==> src/rtl/bcu_pkg.sv <==
package bcu_pkg;

    localparam int unsigned WORD_W = 32;
    localparam int unsigned COND_W = 4;
    localparam int unsigned IMM_W  = 4;

    typedef enum logic [COND_W-1:0] {
        CND_ALWAYS = 4'd0,
        CND_EQ     = 4'd1,
        CND_NE     = 4'd2,
        CND_UGT    = 4'd3,
        CND_UGE    = 4'd4,
        CND_SGT    = 4'd5,
        CND_SGE    = 4'd6
    } cond_e;

    localparam logic [COND_W-1:0] CND_LAST = 4'd6;

    typedef struct packed {
        logic eq;
        logic ugt;
        logic sgt;
    } cmp_flags_t;

    typedef struct packed {
        logic taken;
        logic bad;
    } decision_t;

    function automatic logic code_defined(input logic [COND_W-1:0] c);
        return c <= CND_LAST;
    endfunction

    function automatic logic code_unsigned(input logic [COND_W-1:0] c);
        return (c == CND_UGT) || (c == CND_UGE);
    endfunction

endpackage

==> src/rtl/bcu_operand_sel.sv <==
module bcu_operand_sel #(
    parameter int unsigned WORD_W = bcu_pkg::WORD_W,
    parameter int unsigned IMM_W  = bcu_pkg::IMM_W
) (
    input  logic              imm_sel,
    input  logic              zero_ext,
    input  logic [WORD_W-1:0] reg_b,
    input  logic [IMM_W-1:0]  imm,
    output logic [WORD_W-1:0] opnd_b
);
    localparam int unsigned PAD_W = WORD_W - IMM_W;

    logic [WORD_W-1:0] imm_wide;

    always_comb begin
        if (zero_ext) begin
            imm_wide = {{PAD_W{1'b0}}, imm};
        end else begin
            imm_wide = {{PAD_W{imm[IMM_W-1]}}, imm};
        end
        opnd_b = imm_sel ? imm_wide : reg_b;
    end
endmodule

==> src/rtl/bcu_compare.sv <==
module bcu_compare #(
    parameter int unsigned WORD_W = bcu_pkg::WORD_W
) (
    input  logic [WORD_W-1:0]  opnd_a,
    input  logic [WORD_W-1:0]  opnd_b,
    output bcu_pkg::cmp_flags_t flags
);
    // Signed ordering obtained by flipping the sign bits and reusing an unsigned compare
    logic [WORD_W-1:0] a_bias;
    logic [WORD_W-1:0] b_bias;

    always_comb begin
        a_bias    = {~opnd_a[WORD_W-1], opnd_a[WORD_W-2:0]};
        b_bias    = {~opnd_b[WORD_W-1], opnd_b[WORD_W-2:0]};
        flags.eq  = (opnd_a == opnd_b);
        flags.ugt = (opnd_a > opnd_b);
        flags.sgt = (a_bias > b_bias);
    end
endmodule

==> src/rtl/bcu_cond_eval.sv <==
module bcu_cond_eval
    import bcu_pkg::*;
#(
    parameter int unsigned COND_W = bcu_pkg::COND_W
) (
    input  logic [COND_W-1:0] cond,
    input  cmp_flags_t        flags,
    output decision_t         dec
);
    always_comb begin
        dec.bad   = !code_defined(cond);
        dec.taken = 1'b0;
        case (cond)
            CND_ALWAYS: dec.taken = 1'b1;
            CND_EQ:     dec.taken = flags.eq;
            CND_NE:     dec.taken = !flags.eq;
            CND_UGT:    dec.taken = flags.ugt;
            CND_UGE:    dec.taken = flags.ugt || flags.eq;
            CND_SGT:    dec.taken = flags.sgt;
            CND_SGE:    dec.taken = flags.sgt || flags.eq;
            default:    dec.taken = 1'b0;
        endcase
    end
endmodule

==> src/rtl/branch_cond_unit.sv <==
module branch_cond_unit
    import bcu_pkg::*;
#(
    parameter int unsigned WORD_W  = bcu_pkg::WORD_W,
    parameter int unsigned IMM_W   = bcu_pkg::IMM_W,
    parameter bit          REG_OUT = 1'b1
) (
    input  logic              clk,
    input  logic              rst,
    input  logic              imm_sel,
    input  logic [3:0]        cond_code,
    input  logic [WORD_W-1:0] rs1_val,
    input  logic [WORD_W-1:0] rs2_val,
    input  logic [IMM_W-1:0]  imm_val,
    output logic              taken,
    output logic              cond_bad
);
    logic [WORD_W-1:0] opnd_b;
    cmp_flags_t        flags;
    decision_t         dec_now;

    bcu_operand_sel #(.WORD_W(WORD_W), .IMM_W(IMM_W)) i_opsel (
        .imm_sel  (imm_sel),
        .zero_ext (code_unsigned(cond_code)),
        .reg_b    (rs2_val),
        .imm      (imm_val),
        .opnd_b   (opnd_b)
    );

    bcu_compare #(.WORD_W(WORD_W)) i_cmp (
        .opnd_a (rs1_val),
        .opnd_b (opnd_b),
        .flags  (flags)
    );

    bcu_cond_eval #(.COND_W(4)) i_eval (
        .cond  (cond_code),
        .flags (flags),
        .dec   (dec_now)
    );

    generate
        if (REG_OUT) begin : g_reg
            decision_t dec_q;
            always_ff @(posedge clk) begin
                if (rst) begin
                    dec_q <= '0;
                end else begin
                    dec_q <= dec_now;
                end
            end
            assign taken    = dec_q.taken;
            assign cond_bad = dec_q.bad;
        end else begin : g_comb
            assign taken    = dec_now.taken;
            assign cond_bad = dec_now.bad;
        end
    endgenerate
endmodule

==> config.mk <==
export PLATFORM = sky130hd
export DESIGN_NAME = branch_cond_unit
export DESIGN_NICKNAME = d
export VERILOG_FILES = /design/src/rtl/bcu_pkg.sv /design/src/rtl/bcu_operand_sel.sv /design/src/rtl/bcu_compare.sv /design/src/rtl/bcu_cond_eval.sv /design/src/rtl/branch_cond_unit.sv
export SDC_FILE = /design/constraint.sdc
export NUM_CORES = 1
export LEC_CHECK = 0
export ABC_AREA = 1
export BUFFER_PORTS_ARGS = -buffer_cell sky130_fd_sc_hd__buf_2
export CAP_MARGIN = 20
export CORE_MARGIN = 2
export CORE_UTILIZATION = 40
export CTS_CLUSTER_SIZE = 14
export DETAILED_ROUTE_END_ITERATION = 10
export PLACE_DENSITY = 0.72
export SYNTH_ARGS = -nofsm -noshare
export SYNTH_HDL_FRONTEND = slang
export SYNTH_HIERARCHICAL = 1
export SYNTH_SLANG_ARGS = --single-unit
==> constraint.sdc <==
create_clock -name clk -period 3.15 [get_ports clk]
set_clock_uncertainty 0.2 [all_clocks]
set_input_delay 0.315 -clock clk [delete_from_list [all_inputs] [get_ports clk]]
set_output_delay 0.315 -clock clk [all_outputs]
set_load 0.01 [all_outputs]
==> metrics <==
first-pass GRT wire length 5640 um; via count 1,679; Placeable Area 3610 sq um; H-tree Lvls 1; Least-Margin Pin Slew 496 ps; final wirelength 3180 um; critical path peak fanout 28; startpoint types input pin; RD Place Congestion 0.790; drt initial violations 24; hold slack 77.0 ps; Via density 4.31; pwr dens 197 nW/um^2; DRC 0; fmax 368 MHz; Final Hold Fails 0; Starting Density 40.8%; CTS Buf Count 3; final setup TNS 0 ps; Initial DRT Pass Iterations 4; Netlist cell types 18; Placed Cells 387; Highest Signal Layer met4; Mapped Area 1470 sq um; hold buffers post-CTS 0; synth-to-layout area growth 28.5%; Clock Power Share 27.5%; # rows 22; WP data required 3100 ps; syn_nets 376; drt wl/cell 8.16 um; cell internal pwr 219 uW; number of global-route vias before repair 1,549; die footprint 4180 sq um; leakage 0.00131 uW; IO Pins 77; max-cap violations 0; Worst slew margin 66.9%; root buffer cell clkbuf_8; ANT cells 0; met3 wire len 157 um; Avg Inst Size Synth 5.50 sq um; CTS tree built; clk sink count 2; Syn Inst Count 268; Post-DP HPWL 2760 um; Max clock buf depth 2; Area after DPL 1850 sq um; port bufs 76; Comb pwr share 65.1%; switching power as a share of total power 41.3%; element type at the critical path end register; remaining antenna violation count 0; gr ovfl total 0; Post-CTS Setup Bufs 0; #FFs+latches synth 2; Yosys Warn Count 6; P_sw 154 uW; RSZ-0062 raised after global routing false; non-filler cells, final 390; Final setup viols 0; Final Util 52.5%; Post-CTS Resized 0; Clock Pin Slew Worst Setup and Hold Paths 30 ps; Worst EP arrival 2660 ps; fin crit share 86.2%; pin count of the biggest net entering global routing 33; post-synthesis sequential area ratio 2.72%; Final Cell Area 1890 sq um; Worst Path Class, Setup in2reg; peak supply drop 94.7 uV; Seq pwr share 7.4%; crit path time final 2720 ps; WL met2 1480 um; initial antenna violation count 0; nets 452; status complete, no violations; share of layout cells above drive strength 1 26.6%; Chip Width 64.7 um; fin. max-slew vios 0; overall die height 64.7 um; GRT Overall Usage 16.3%; met1 WL 1510 um; HP Class in2reg
-- routing by layer --
metal  vias up  global-route usage, %
li1        956                      -
met1       675                   18.9
met2        44                   31.4
met3         4                   1.74
met4         0                   3.99
met5         -                      0
-- sequential cells by signal, indices dropped and copies added (netlist names) --
signal    count
taken         1
cond_bad      1
-- critical path, stage by stage --
cell and delay (ps):
buf_2 130, nand2_1 60, inv_1 30, nand2_1 40, nand2_1 50, inv_1 80
nand3_4 250, nand2_1 170, inv_1 50, ha_1 300, nand2_2 80, nor2_4 110
nand2_2 70, nor2_4 80, nand2_1 70, nand2_2 80, nor2_1 40, a21oi_1 180
nor2_1 60, nand2_1 60, nand3_1 60, nand2_1 50, inv_1 40, nor2_2 60
inv_1 40, nor2_1 80
-- layout make-up --
type                       count  area, sq um
inverter                      56          210
tap                           48         60.1
fill                         402         1710
timing repair buffer          76          380
multi-input combinational    205         1160
sequential                     2         40.0
clock buffer                   3         41.3
-- cells in the mapped netlist --
master / instances / area share, %
ha_1: 33 / 28
nor2_2: 3 / 1.3
nand2_2: 3 / 1.3
nand3_1: 8 / 2.7
nor3_2: 1 / 0.68
buf_6: 3 / 2.3
nor3_1: 2 / 0.68
nand3_4: 2 / 2.4
inv_1: 55 / 14
dfxtp_1: 2 / 2.7
a21o_1: 1 / 0.51
a21oi_1: 14 / 4.8
nand2_1: 114 / 29
nor2_4: 2 / 1.5
nor2_1: 18 / 4.6
inv_2: 1 / 0.25
o21ai_0: 4 / 1.4
clkbuf_8: 2 / 1.9
-- power by group through the flow --
stage	Sequential [uW]	Clock [uW]	Combinational, uW
after floorplan	28.7	0	170
after global placement	27.7	0	241
after detailed placement	27.8	0	246
after CTS	27.5	104	248
after global routing	27.7	107	289
final	27.5	102	242
-- placed cells by master, fill, tap and decap left out --
cell        n
a21oi_1    14
nor2_1     18
nor3_2      1
dfxtp_1     2
a21o_1      1
nand2_1   114
buf_2      76
inv_1      55
inv_2       1
nand3_1     8
nor3_1      2
clkbuf_8    3
ha_1       33
nand2_2     3
nor2_2      3
nand3_4     2
o21ai_0     4
nor2_4      2
-- worst paths after layout --
path | from | slack, ps | cells after the start | to
worst min-delay path | rst | 80 | 2 | cond_bad
worst max-delay path | cond_code[0] | 430 | 26 | taken
-- logic make-up (layout without fill, tap and decap cells) --
group | count (synthesis) | in the layout | synth area share, %
and+or+nand+nor | 153 | 153 | 44.2
buffers and inverters | 61 | 135 | 18.4
adders and majority gates | 33 | 33 | 28.0
AOI/OAI and AO/OA | 19 | 19 | 6.63
DFF | 2 | 2 | 2.72
-- stage by stage --
step                      power [uW]  setup WS [ps]
final                            372            434
after global routing             424           94.5
after CTS                        379            382
after detailed placement         274            176
after global placement           269            223
after floorplan                  199            648
(Power assumes the default switching activity.)
